`src/rtl/pkey_guard_pkg.sv`:
```
package pkey_guard_pkg;

    typedef enum logic [1:0] {
        ACC_READ  = 2'b00,
        ACC_WRITE = 2'b01,
        ACC_FETCH = 2'b10,
        ACC_SPARE = 2'b11
    } acc_kind_e;

    typedef enum logic {
        ST_IDLE   = 1'b0,
        ST_RESULT = 1'b1
    } guard_state_e;

    typedef struct packed {
        logic key;
        logic fetch;
        logic user;
        logic write;
        logic present;
    } fault_code_t;

    localparam int unsigned CODE_W = $bits(fault_code_t);

endpackage

```
`src/rtl/pkey_perm_reg.sv`:
```
module pkey_perm_reg #(
    parameter int unsigned NUM_DOM = 16
) (
    input  logic                   clk,
    input  logic                   rst_n,
    input  logic                   we,
    input  logic [2*NUM_DOM-1:0]   wdata,
    output logic [2*NUM_DOM-1:0]   perm_q
);

    always_ff @(posedge clk) begin
        if (!rst_n)
            perm_q <= '0;
        else if (we)
            perm_q <= wdata;
    end

    // a write is visible one edge later
    a_r10_write_lands: assert property (@(posedge clk) disable iff (!rst_n)
        we |=> (perm_q == $past(wdata)));

endmodule

```
`src/rtl/pkey_legacy_chk.sv`:
```
module pkey_legacy_chk #(
    parameter int unsigned P_BIT = 0,
    parameter int unsigned W_BIT = 1,
    parameter int unsigned U_BIT = 2,
    parameter int unsigned LOW_W = 3
) (
    input  logic [LOW_W-1:0] pte_low,
    input  logic             is_write,
    input  logic             sup_mode,
    output logic             page_ok
);

    logic present_ok;
    logic mode_ok;
    logic write_ok;

    always_comb begin
        present_ok = pte_low[P_BIT];
        mode_ok    = sup_mode || pte_low[U_BIT];
        write_ok   = !is_write || pte_low[W_BIT];
        page_ok    = present_ok && mode_ok && write_ok;
    end

endmodule

```
`src/rtl/pkey_domain_chk.sv`:
```
module pkey_domain_chk #(
    parameter int unsigned KEY_W   = 4,
    localparam int unsigned NUM_DOM = 1 << KEY_W
) (
    input  logic [KEY_W-1:0]     key,
    input  logic [2*NUM_DOM-1:0] perm,
    input  logic                 user_page,
    input  logic                 is_write,
    input  logic                 is_fetch,
    output logic                 key_ok
);

    logic [NUM_DOM-1:0] acc_dis;
    logic [NUM_DOM-1:0] wr_dis;

    for (genvar d = 0; d < NUM_DOM; d++) begin : g_dom
        assign acc_dis[d] = perm[2*d];
        assign wr_dis[d]  = perm[2*d+1];
    end

    logic deny;

    always_comb begin
        deny   = acc_dis[key] || (is_write && wr_dis[key]);
        key_ok = !user_page || is_fetch || !deny;
    end

endmodule

```
`src/rtl/pkey_guard.sv`:
```
module pkey_guard
    import pkey_guard_pkg::*;
#(
    parameter int unsigned PTE_W   = 64,
    parameter int unsigned KEY_W   = 4,
    parameter int unsigned KEY_LSB = 59,
    parameter int unsigned P_BIT   = 0,
    parameter int unsigned W_BIT   = 1,
    parameter int unsigned U_BIT   = 2,
    localparam int unsigned NUM_DOM = 1 << KEY_W,
    localparam int unsigned PERM_W  = 2 * NUM_DOM
) (
    input  logic              clk,
    input  logic              rst_n,
    input  logic              perm_we,
    input  logic [PERM_W-1:0] perm_wdata,
    input  logic              req_valid,
    input  logic [PTE_W-1:0]  req_pte,
    input  logic [1:0]        req_kind,
    input  logic              req_sup,
    output logic              rsp_valid,
    output logic              rsp_allow,
    output logic              rsp_fault,
    output logic [CODE_W-1:0] rsp_code
);

    localparam int unsigned LOW_W = 3;

    guard_state_e state_q;
    guard_state_e state_d;

    logic [PERM_W-1:0] perm_q;
    acc_kind_e         kind;
    logic              is_write;
    logic              is_fetch;
    logic              page_ok;
    logic              key_ok;
    logic              grant;
    fault_code_t       code_d;

    pkey_perm_reg #(.NUM_DOM(NUM_DOM)) u_perm (
        .clk    (clk),
        .rst_n  (rst_n),
        .we     (perm_we),
        .wdata  (perm_wdata),
        .perm_q (perm_q)
    );

    always_comb begin
        kind     = acc_kind_e'(req_kind);
        is_write = (kind == ACC_WRITE);
        is_fetch = (kind == ACC_FETCH);
    end

    pkey_legacy_chk #(
        .P_BIT (P_BIT),
        .W_BIT (W_BIT),
        .U_BIT (U_BIT),
        .LOW_W (LOW_W)
    ) u_legacy (
        .pte_low  (req_pte[LOW_W-1:0]),
        .is_write (is_write),
        .sup_mode (req_sup),
        .page_ok  (page_ok)
    );

    pkey_domain_chk #(.KEY_W(KEY_W)) u_domain (
        .key       (req_pte[KEY_LSB +: KEY_W]),
        .perm      (perm_q),
        .user_page (req_pte[U_BIT]),
        .is_write  (is_write),
        .is_fetch  (is_fetch),
        .key_ok    (key_ok)
    );

    always_comb begin
        grant = page_ok && key_ok;
        code_d = '0;
        if (!grant) begin
            code_d.present = req_pte[P_BIT];
            code_d.write   = is_write;
            code_d.user    = !req_sup;
            code_d.fetch   = is_fetch;
            code_d.key     = page_ok && !key_ok;
        end
    end

    // next-state logic
    always_comb begin
        state_d = state_q;
        unique case (state_q)
            ST_IDLE:   state_d = req_valid ? ST_RESULT : ST_IDLE;
            ST_RESULT: state_d = req_valid ? ST_RESULT : ST_IDLE;
            default:   state_d = ST_IDLE;
        endcase
    end

    // state register
    always_ff @(posedge clk) begin
        if (!rst_n)
            state_q <= ST_IDLE;
        else
            state_q <= state_d;
    end

    // output register
    always_ff @(posedge clk) begin
        if (!rst_n || !req_valid) begin
            rsp_allow <= 1'b0;
            rsp_fault <= 1'b0;
            rsp_code  <= '0;
        end else begin
            rsp_allow <= grant;
            rsp_fault <= !grant;
            rsp_code  <= code_d;
        end
    end

    assign rsp_valid = (state_q == ST_RESULT);

    a_r2_rsp_follows_req: assert property (@(posedge clk) disable iff (!rst_n)
        req_valid |=> rsp_valid);

    a_r2_idle_quiet: assert property (@(posedge clk) disable iff (!rst_n)
        !rsp_valid |-> (!rsp_allow && !rsp_fault && (rsp_code == '0)));

    a_r5_one_verdict: assert property (@(posedge clk) disable iff (!rst_n)
        rsp_valid |-> (rsp_allow != rsp_fault));

    a_r8_key_needs_fault: assert property (@(posedge clk) disable iff (!rst_n)
        rsp_code[CODE_W-1] |-> rsp_fault);

    a_r3_absent_faults: assert property (@(posedge clk) disable iff (!rst_n)
        (req_valid && !req_pte[P_BIT]) |=> (rsp_fault && !rsp_code[CODE_W-1]));

    a_r7_fetch_no_key: assert property (@(posedge clk) disable iff (!rst_n)
        (req_valid && (req_kind == 2'b10)) |=> !rsp_code[CODE_W-1]);

    a_r9_allow_clean: assert property (@(posedge clk) disable iff (!rst_n)
        rsp_allow |-> (rsp_code == '0));

endmodule

```
`config.mk`:
```
export PLATFORM = sky130hd
export DESIGN_NAME = pkey_guard
export DESIGN_NICKNAME = d
export VERILOG_FILES = /design/src/rtl/pkey_guard_pkg.sv /design/src/rtl/pkey_perm_reg.sv /design/src/rtl/pkey_legacy_chk.sv /design/src/rtl/pkey_domain_chk.sv /design/src/rtl/pkey_guard.sv
export SDC_FILE = /design/constraint.sdc
export NUM_CORES = 1
export LEC_CHECK = 0
export BUFFER_PORTS_ARGS = -buffer_cell sky130_fd_sc_hd__buf_2
export CAP_MARGIN = 20
export CORE_MARGIN = 2
export CORE_UTILIZATION = 42
export DETAILED_ROUTE_END_ITERATION = 6
export PLACE_DENSITY = 0.81
export SKIP_CTS_REPAIR_TIMING = 1
export SYNTH_ARGS = -nofsm -noshare
export SYNTH_HDL_FRONTEND = slang
export SYNTH_SLANG_ARGS = --single-unit
```
`constraint.sdc`:
```
create_clock -name clk -period 1.81 [get_ports clk]
set_input_delay 0.181 -clock clk [delete_from_list [all_inputs] [get_ports clk]]
set_output_delay 0.181 -clock clk [all_outputs]
set_load 0.005 [all_outputs]
```
# After elaboration in Yosys (flattened, before gate mapping)
# Index checks and enable logic that the tools add are counted.
[word_totals]
register_bits = 40
in_bits = 103
out_inout_bits = 8
elab_cells = 33
[op_classes]
order_cmp = 1
n_eq_ne = 2
n_mux = 5
n_reduce_logical = 20
[op_table]
columns = ["operator", "n"]
rows = [
  ["1-bit binary-select mux with 4-bit select", 2],
  ["1-bit logical NOT", 8],
  ["1-bit logical OR", 6],
  ["1-bit logical AND", 5],
  ["4-bit by 5-bit < comparator with 1-bit output, second input constant", 1],
  ["1-bit 2-to-1 mux", 3],
  ["2-bit by 1-bit equality test with 1-bit output, second input constant", 1],
  ["2-bit equality test, second input constant", 1],
  ["2-bit OR reduction", 1],
]

# Depth between registers and ports, before layout
# Gate-level depths: netlist of run 1.
[depth]
ltp_word = 8
depth_mapped = 6
mapped_depth_nobuf = 5

# Hierarchy
# A second synthesis of run 1 with hierarchy kept.
[unflattened]
hier_cells = 149
hier_area_um2 = 1843.0
[by_module_without_submodules]
columns = ["mod", "instances", "cells_per_inst", "area_per_inst_um2", "seq_area_each_um2"]
rows = [
  ["pkey_perm_reg", 1, 103, 1243.7, 640.6],
  ["pkey_domain_chk", 1, 22, 321.6, 0.0],
  ["pkey_guard", 1, 21, 260.2, 160.2],
  ["pkey_legacy_chk", 1, 3, 17.5, 0.0],
]

# Worst setup path after synthesis of run 1
# No wires, ideal clock.
[synth_path]
path_type = "input to register"
startpoint = "input req_pte[59]"
endpoint = "register rsp_code[1]"
setup_time_ns = 0.124
arrival_ns = 1.322
required_ns = 1.686
setup_slack_ns = 0.364
path_stages = 6
n_path_buf = 1
path_cell_list = "buf_6 mux4_2 mux2i_1 nand2b_1 o2111ai_4 a21oi_1"
[synth_between]
elab_chain_len = 8
elab_cells_between_ends = 10
classes_between = "mux (4); reduce/logical (6)"
[synth_rtl]
columns = ["element", "line", "text"]
rows = [
  ["start, declared", "pkey_guard.sv:18", "input logic [PTE_W-1:0] req_pte,"],
  ["1-bit binary-select mux with 4-bit select", "pkey_domain_chk.sv:24", "deny = acc_dis[key] || (is_write && wr_dis[key]);"],
  ["1-bit 2-to-1 mux (implied by the code)", "pkey_domain_chk.sv:24", ""],
  ["1-bit logical AND", "pkey_domain_chk.sv:24", ""],
  ["1-bit logical OR (*)", "pkey_domain_chk.sv:24", ""],
  ["1-bit logical NOT (*)", "pkey_domain_chk.sv:25", "key_ok = !user_page || is_fetch || !deny;"],
  ["1-bit logical OR (*)", "pkey_domain_chk.sv:25", ""],
  ["1-bit logical AND (*)", "pkey_guard.sv:77", "grant = page_ok && key_ok;"],
  ["2-bit OR reduction (no source line) (*)", "-", ""],
  ["end signal, assigned", "pkey_guard.sv:115", "rsp_code <= code_d;"],
  ["end, declared", "pkey_guard.sv:24", "output logic [CODE_W-1:0] rsp_code"],
]
# Mark *: on every way between the ends. The rest lies on a longest branch, timed or not. The select of a mux whose other input is x is not followed.
# A chain may end at the register's enable or synchronous reset.

# Final worst setup path of run 1
[layout_path]
startpoint = "register u_perm.perm_q[0]"
endpoint = "register rsp_code[2]"
[layout_between]
elab_chain_len = 7
[layout_rtl]
columns = ["element", "line", "text"]
rows = [
  ["start, declared", "pkey_perm_reg.sv:8", "output logic [2*NUM_DOM-1:0] perm_q"],
  ["start signal, assigned", "pkey_perm_reg.sv:15", "perm_q <= wdata;"],
  ["1-bit binary-select mux with 4-bit select", "pkey_domain_chk.sv:24", ""],
  ["1-bit 2-to-1 mux (implied by the code)", "pkey_domain_chk.sv:24", ""],
  ["1-bit logical OR", "pkey_domain_chk.sv:24", ""],
  ["1-bit logical NOT", "pkey_domain_chk.sv:25", ""],
  ["1-bit logical OR", "pkey_domain_chk.sv:25", ""],
  ["1-bit logical AND", "pkey_guard.sv:77", ""],
  ["2-bit OR reduction (no source line)", "-", ""],
]
# Every way passes these cells. The select of a mux whose other input is x is not followed.

==> results.ini, run 1 <==
[synth]
synth-edff-count=0
synth.most_common_cell=dfxtp_1
ys_types=20
syn_area_per_cell_um2=11.9
ys.warnings.count=0
ys_top_cells_by_area=dfxtp_1 46%, mux2i_1 21%, nor2b_1 12%
ys_async_sr_fraction_pct=0
ys_top_cells_by_count=40 x dfxtp_1, 36 x mux2i_1, 32 x nor2b_1
synthesis.area_um2=1730
synth.top_cell.area_share_pct=46.2
synth_nets=248
synthFlopType=dfxtp_1
ys_seq_area_share_pct=46.2
yosys.area.top_type=dfxtp_1
synthCells=145
ys_seq_elements=40

[power]
p_comb_share_pct=13.9
sw_frac_of_total_pct=23.5
p_int_mw=1.33
p_leak_nw=0.985
power_density_nw_per_um2=819
pwr-share-clk_pct=31.4
peakVddDrop_v=0.000548
power.switching_mw=0.408
power_frac_seq_pct=54.8

[timing]
worstMarginPinSlew_ps=377
period_needed_ps=1550
finalHoldViolations=0
relSlewSlack_pct=74.9
finClkSkew_ps=2.67
grt_setup_unrepaired=no
drv_slew=0
finalSetupViolations=0
hold_ws_ps=77.1
tns_ps=0
fmaxAchievable_mhz=644
post-route-period-util_pct=85.7

[grt]
grt_overflow=0
antenna_found_initial=0
grt_pass1_wl_mm=5.29
grt_pass1_vias=1126
grt_usage_pct=15.6
grt_max_degree=30

[final_layout]
drive_above_1_share_pct=36.7
final_nets=302
area_growth_pct=22.5
num_antenna_cells=0
fin_cells=249

[die]
dieArea_um2=4650
die_w_um=68.2
core_area_um2=3970
start_util_pct=43.6
ios=111
dieHeight_um=68.2
rows=23

[routing]
initialDrtViolationCount=36
drtPass1Iterations=4
vias_per_cell=4.95
drc=0
vias=1232
wirelength_mm=3.22
antenna_left=0
wl_per_cell_um=12.9

[cts]
cts_buffer_depth=2
worstSkewPairLatency_ps=280
cts_tree=built
clockRootBuffer=clkbuf_8
cts_sinks=40
clk_pin_slew_ps=70
cts_buffers=5
cts-htree-levels=2

[place]
gp_congestion=0.682
place_inst=242
io_buffers=53
hpwl_mm=2.44

[worst_setup_path]
critPathKind=reg2reg
startpoint_type=flop
crit_fanout=5
arrival_ps=1720
cp-end-kind=flop
critPathRequiredTime_ps=1980

[flow_run]
maxCapViolCount=0

[status]
status=complete, no violations

[worst_hold_path]
hold_path.class=in2reg

==> cell type report <==
| type | count | area (µm²) |
|---|---|---|
| Timing Repair Buffer | 57 | 308 |
| Tap cell | 50 | 62.6 |
| Inverter | 1 | 3.75 |
| Clock buffer | 6 | 72.6 |
| Fill cell | 362 | 1850 |
| Multi-Input combinational cell | 94 | 870 |
| Sequential cell | 40 | 801 |
| Clock inverter | 1 | 5.00 |
==> through the flow <==
stage	util [%]	worst slack (ps)	cell area, µm²	total power, mW
after detailed placement	51.5	87.3	2040	1.22
after floorplan	-	364	1730	1.13
after CTS	53.4	258	2120	1.76
final	53.4	258	2120	1.74
after global routing	53.4	156	2120	1.82
after global placement	51.5	81.2	2040	1.21
==> routing by layer <==
layer	GRT usage, %	share of wire (%)	vias up
li1	-	-	612
met1	20.9	47	579
met2	23.7	46	37
met3	4.44	6.7	4
met4	6.00	0.71	0
met5	0	0	-
==> layout by cell type (no fill, tap or decap), drive strengths merged <==
master / netlist / layout
buf: 5 / 57
dfxtp: 40 / 40
mux2i: 36 / 36
nor2b: 32 / 32
mux4: 8 / 8
clkbuf: 5 / 6
nand2b: 3 / 3
nand2: 3 / 3
nor2: 3 / 3
a21oi: 2 / 2
o211ai: 2 / 2
o221ai: 1 / 1
and2: 1 / 1
inv: 1 / 1
o2111ai: 1 / 1
a21boi: 1 / 1
and3b: 1 / 1
clkinv: 0 / 1
==> worst paths after layout <==
check	start	endpoint	slack (ps)	depth (start not counted)
worst min register to register	u_perm.perm_q[19]$_SDFFE_PN0P_	u_perm.perm_q[19]$_SDFFE_PN0P_	520	2
worst min-delay path	req_sup	rsp_code[2]$_SDFF_PP0_	80	2
worst max-delay path	u_perm.perm_q[0]$_SDFFE_PN0P_	rsp_code[2]$_SDFF_PP0_	260	5
worst max register to register	u_perm.perm_q[0]$_SDFFE_PN0P_	rsp_code[2]$_SDFF_PP0_	260	5
==> state kept, by name, indices dropped and copies added, names as in the netlist <==
register	flops
rsp_allow	1
rsp_code	5
rsp_fault	1
rsp_valid	1
u_perm.perm_q	32
==> logic make-up (layout without fill, tap and decap cells) <==
logic type,count (synthesis),count (layout),share of synthesized area [%]
buffers and inverters,11,65,3.54
muxes,44,44,31.2
DFF,40,40,46.2
and+or+nand+nor,43,43,14.8
AOI/OAI and AO/OA,7,7,4.19
==> power by group through the flow <==
stage / Sequential [mW] / Combinational [mW] / Clock (mW)
global route: 0.956 / 0.270 / 0.593
CTS: 0.952 / 0.245 / 0.562
detailed placement: 0.971 / 0.245 / 0
floorplan: 0.965 / 0.162 / 0
global placement: 0.970 / 0.240 / 0
finish: 0.951 / 0.241 / 0.545
==> critical path, stage by stage (launching register included) <==
cell and delay, ps:
dfxtp_1 320, mux4_2 450, mux2i_1 160, nand2b_1 130
o2111ai_4 260, a21oi_1 110
Note: power is estimated with default switching activity, not from simulation.
==> inputs of run 2 (changes only) <==
CORE_UTILIZATION = 43   (was 42)
PLACE_DENSITY = 0.82   (was 0.81)
SYNTH_HIERARCHICAL = 1   (was not set)
==> run 2 against run 1 <==
  * Critical path type unchanged
  * Sequential share of layout area decreased by 1.5 points
  * Utilization increased by 1.1 points
  * Critical path depth increased by 1
  * Via count decreased by 0.24%
  * Global-route usage decreased by 1.6 points
==> results.ini, run 2 <==
[timing]
post-route-period-util_pct=100  ; was 85.7%
period_needed_ps=1810  ; was 1550 ps
hold_ws_ps=68.9  ; was 77.1 ps
finalSetupViolations=0  ; unchanged
finalHoldViolations=0  ; unchanged
drv_slew=0  ; unchanged
fmaxAchievable_mhz=553  ; was 644 MHz
finClkSkew_ps=5.69  ; was 2.67 ps
worstMarginPinSlew_ps=406  ; was 377 ps
relSlewSlack_pct=72.9  ; was 74.9%
grt_setup_unrepaired=yes  ; was no

[worst_setup_path]
arrival_ps=2030  ; was 1720 ps
crit_fanout=6  ; was 5
critPathKind=reg2reg  ; unchanged
critPathRequiredTime_ps=2030  ; was 1980 ps
startpoint_type=flop  ; unchanged
cp-end-kind=flop  ; unchanged

[synth]
ys_seq_area_share_pct=43.4  ; was 46.2%
synth.most_common_cell=dfxtp_1  ; unchanged
synthFlopType=dfxtp_1  ; unchanged
ys_seq_elements=40  ; unchanged
ys_async_sr_fraction_pct=0  ; unchanged
ys_top_cells_by_area=dfxtp_1 43%, mux2i_1 20%, nor2b_1 12%  ; was dfxtp_1 46%, mux2i_1 21%, nor2b_1 12%
syn_area_per_cell_um2=12.4  ; was 11.9 µm²
ys_types=23  ; was 20
synth.top_cell.area_share_pct=43.4  ; was 46.2%
synthesis.area_um2=1840  ; was 1730 µm²
ys_top_cells_by_count=40 x dfxtp_1, 36 x mux2i_1, 35 x nor2b_1  ; was 40 x dfxtp_1, 36 x mux2i_1, 32 x nor2b_1
yosys.area.top_type=dfxtp_1  ; unchanged
synth_nets=252  ; was 248
ys.warnings.count=6  ; was 0
synth-edff-count=0  ; unchanged
synthCells=149  ; was 145

[routing]
dr_wl_met2_mm=1.57  ; was 1.47 mm
drt-met1-wl_mm=1.44  ; was 1.51 mm
vias=1229  ; was 1,232
dr.max_layer_used=met4  ; unchanged
initialDrtViolationCount=23  ; was 36
drtPass1Iterations=3  ; was 4
wl_per_cell_um=12.9  ; about the same
drc=0  ; unchanged
met3WireLength_um=223  ; was 216 µm
wirelength_mm=3.30  ; was 3.22 mm
antenna_left=0  ; unchanged
vias_per_cell=4.80  ; was 4.95

[final_layout]
area_growth_pct=20.2  ; was 22.5%
final_cell_mix=53 x buf_2, 38 x dfxtp_1, 36 x mux2i_1, 35 x nor2b_1, 6 x buf_4  ; was 53 x buf_2, 40 x dfxtp_1, 36 x mux2i_1, 32 x nor2b_1, 8 x mux4_2
num_antenna_cells=0  ; unchanged
reg_top3=u_perm/perm_q: 32 flops, rsp_code: 5 flops  ; was u_perm.perm_q: 32 flops, rsp_code: 5 flops
multi_input_area_um2=896  ; was 870 µm²
stdcell_area_um2=2210  ; was 2120 µm²
largest_reg_flops=32  ; unchanged
seq_area_um2=803  ; was 801 µm²
drive_above_1_share_pct=38.8  ; was 36.7%
final_common_cell=buf_2  ; unchanged
largest-register=u_perm/perm_q  ; was u_perm.perm_q
nFillCells=348  ; was 362
final_nets=308  ; was 302

[cts]
cts-htree-levels=2  ; unchanged
clk_pin_slew_ps=80  ; was 70 ps
cts_tree=built  ; unchanged
cts_buffer_depth=2  ; unchanged
cts_sinks=40  ; unchanged
worstSkewPairLatency_ps=290  ; was 280 ps
cts_buffers=5  ; unchanged
clockRootBuffer=clkbuf_8  ; unchanged

[flow_run]
maxCapViolCount=0  ; unchanged

[die]
core_area_um2=4060  ; was 3970 µm²
dieHeight_um=69.5  ; was 68.2 µm
rows=23  ; unchanged
start_util_pct=45.4  ; was 43.6%
dieArea_um2=4830  ; was 4650 µm²
ios=111  ; unchanged
die_w_um=69.5  ; was 68.2 µm

[power]
peakVddDrop_v=0.000367  ; was 0.000548 V
power_density_nw_per_um2=865  ; was 819 nW/µm²
p_leak_nw=1.04  ; was 0.985 nW

[grt]
grt_usage_pct=14.0  ; was 15.6%
grt_pass1_vias=1147  ; was 1,126
antenna_found_initial=0  ; unchanged
grt_max_degree=33  ; was 30
grt_pass1_wl_mm=5.21  ; was 5.29 mm
grt_overflow=0  ; unchanged

[worst_hold_path]
hold_path.class=in2reg  ; unchanged

[place]
gp_congestion=0.694  ; was 0.682
placed_area_um2=2100  ; was 2040 µm²
hpwl_mm=2.46  ; was 2.44 mm
io_buffers=53  ; unchanged

[status]
status=complete, no violations  ; unchanged

[run 2: changes by cell type in the layout (fill, tap and decap cells not counted), sizes merged, moves of 2 or more]
| cell | change |
|---|---|
| inv | +2 |
| nand2 | -2 |
| nor2 | -2 |
| nand2b | -3 |
| buf | +3 |
| nor3b | +4 |
| nor2b | +3 |
[run 2: cell type report]
type,count,area share [%]
Tap cell,50,2.82
Sequential cell,40,36.3
Timing Repair Buffer,60,14.9
Clock inverter,3,1.92
Multi-Input combinational cell,95,40.5
Clock buffer,5,3.11
Inverter,3,0.508
[run 2: logic make-up after synthesis]
kind of cell	after synthesis	share of synthesized area [%]
compound gates	5	2.17
mux	44	30.1
simple gates	46	16.7
flops	40	43.4
buf+inv	14	7.54
[run 2: path summary, 6_finish.rpt]
kind | startpoint | end | slack (ps) | cells after the start
hold / removal | req_sup | rsp_code[2]$_SDFF_PP0_ | 70 | 2
setup reg to reg | u_perm/perm_q[14]$_SDFFE_PN0P_ | rsp_allow$_SDFF_PP0_ | 0.9 | 6
hold reg to reg | u_perm/perm_q[6]$_SDFFE_PN0P_ | u_perm/perm_q[6]$_SDFFE_PN0P_ | 510 | 2
setup / recovery | u_perm/perm_q[14]$_SDFFE_PN0P_ | rsp_allow$_SDFF_PP0_ | 0.9 | 6
[run 2: layer usage]
metal / vias up / global-route usage, %
met5: - / 0
met1: 557 / 16.1
li1: 633 / -
met2: 34 / 22.8
met4: 0 / 7.19
met3: 5 / 5.09
[run 2: stage by stage]
stage,util (%),setup TNS (ps),setup WS [ps],total power [mW],std cells
CTS,54.4,-54.7,-38.7,1.93,255
global placement,51.7,-339,-73.4,1.21,247
floorplan,-,0,12.2,1.15,149
finish,54.6,0,0.892,1.91,256
global route,54.6,-116,-51.0,2.01,256
detailed placement,51.7,-542,-115,1.22,247
[run 2: worst max-delay path, cell delays in order (launching register included)]
cell	delay, ps
dfxtp_2	320
mux4_2	470
mux2_4	270
a311o_1	270
nand4b_1	110
and2_4	190
nor2b_1	130
[run 2: power breakdown]
part           switching (mW)  internal (mW)  total (mW)
Sequential             0.0209          0.929       0.949
Combinational           0.103          0.148       0.251
Clock                   0.307          0.408       0.715
Total                   0.430           1.48        1.91
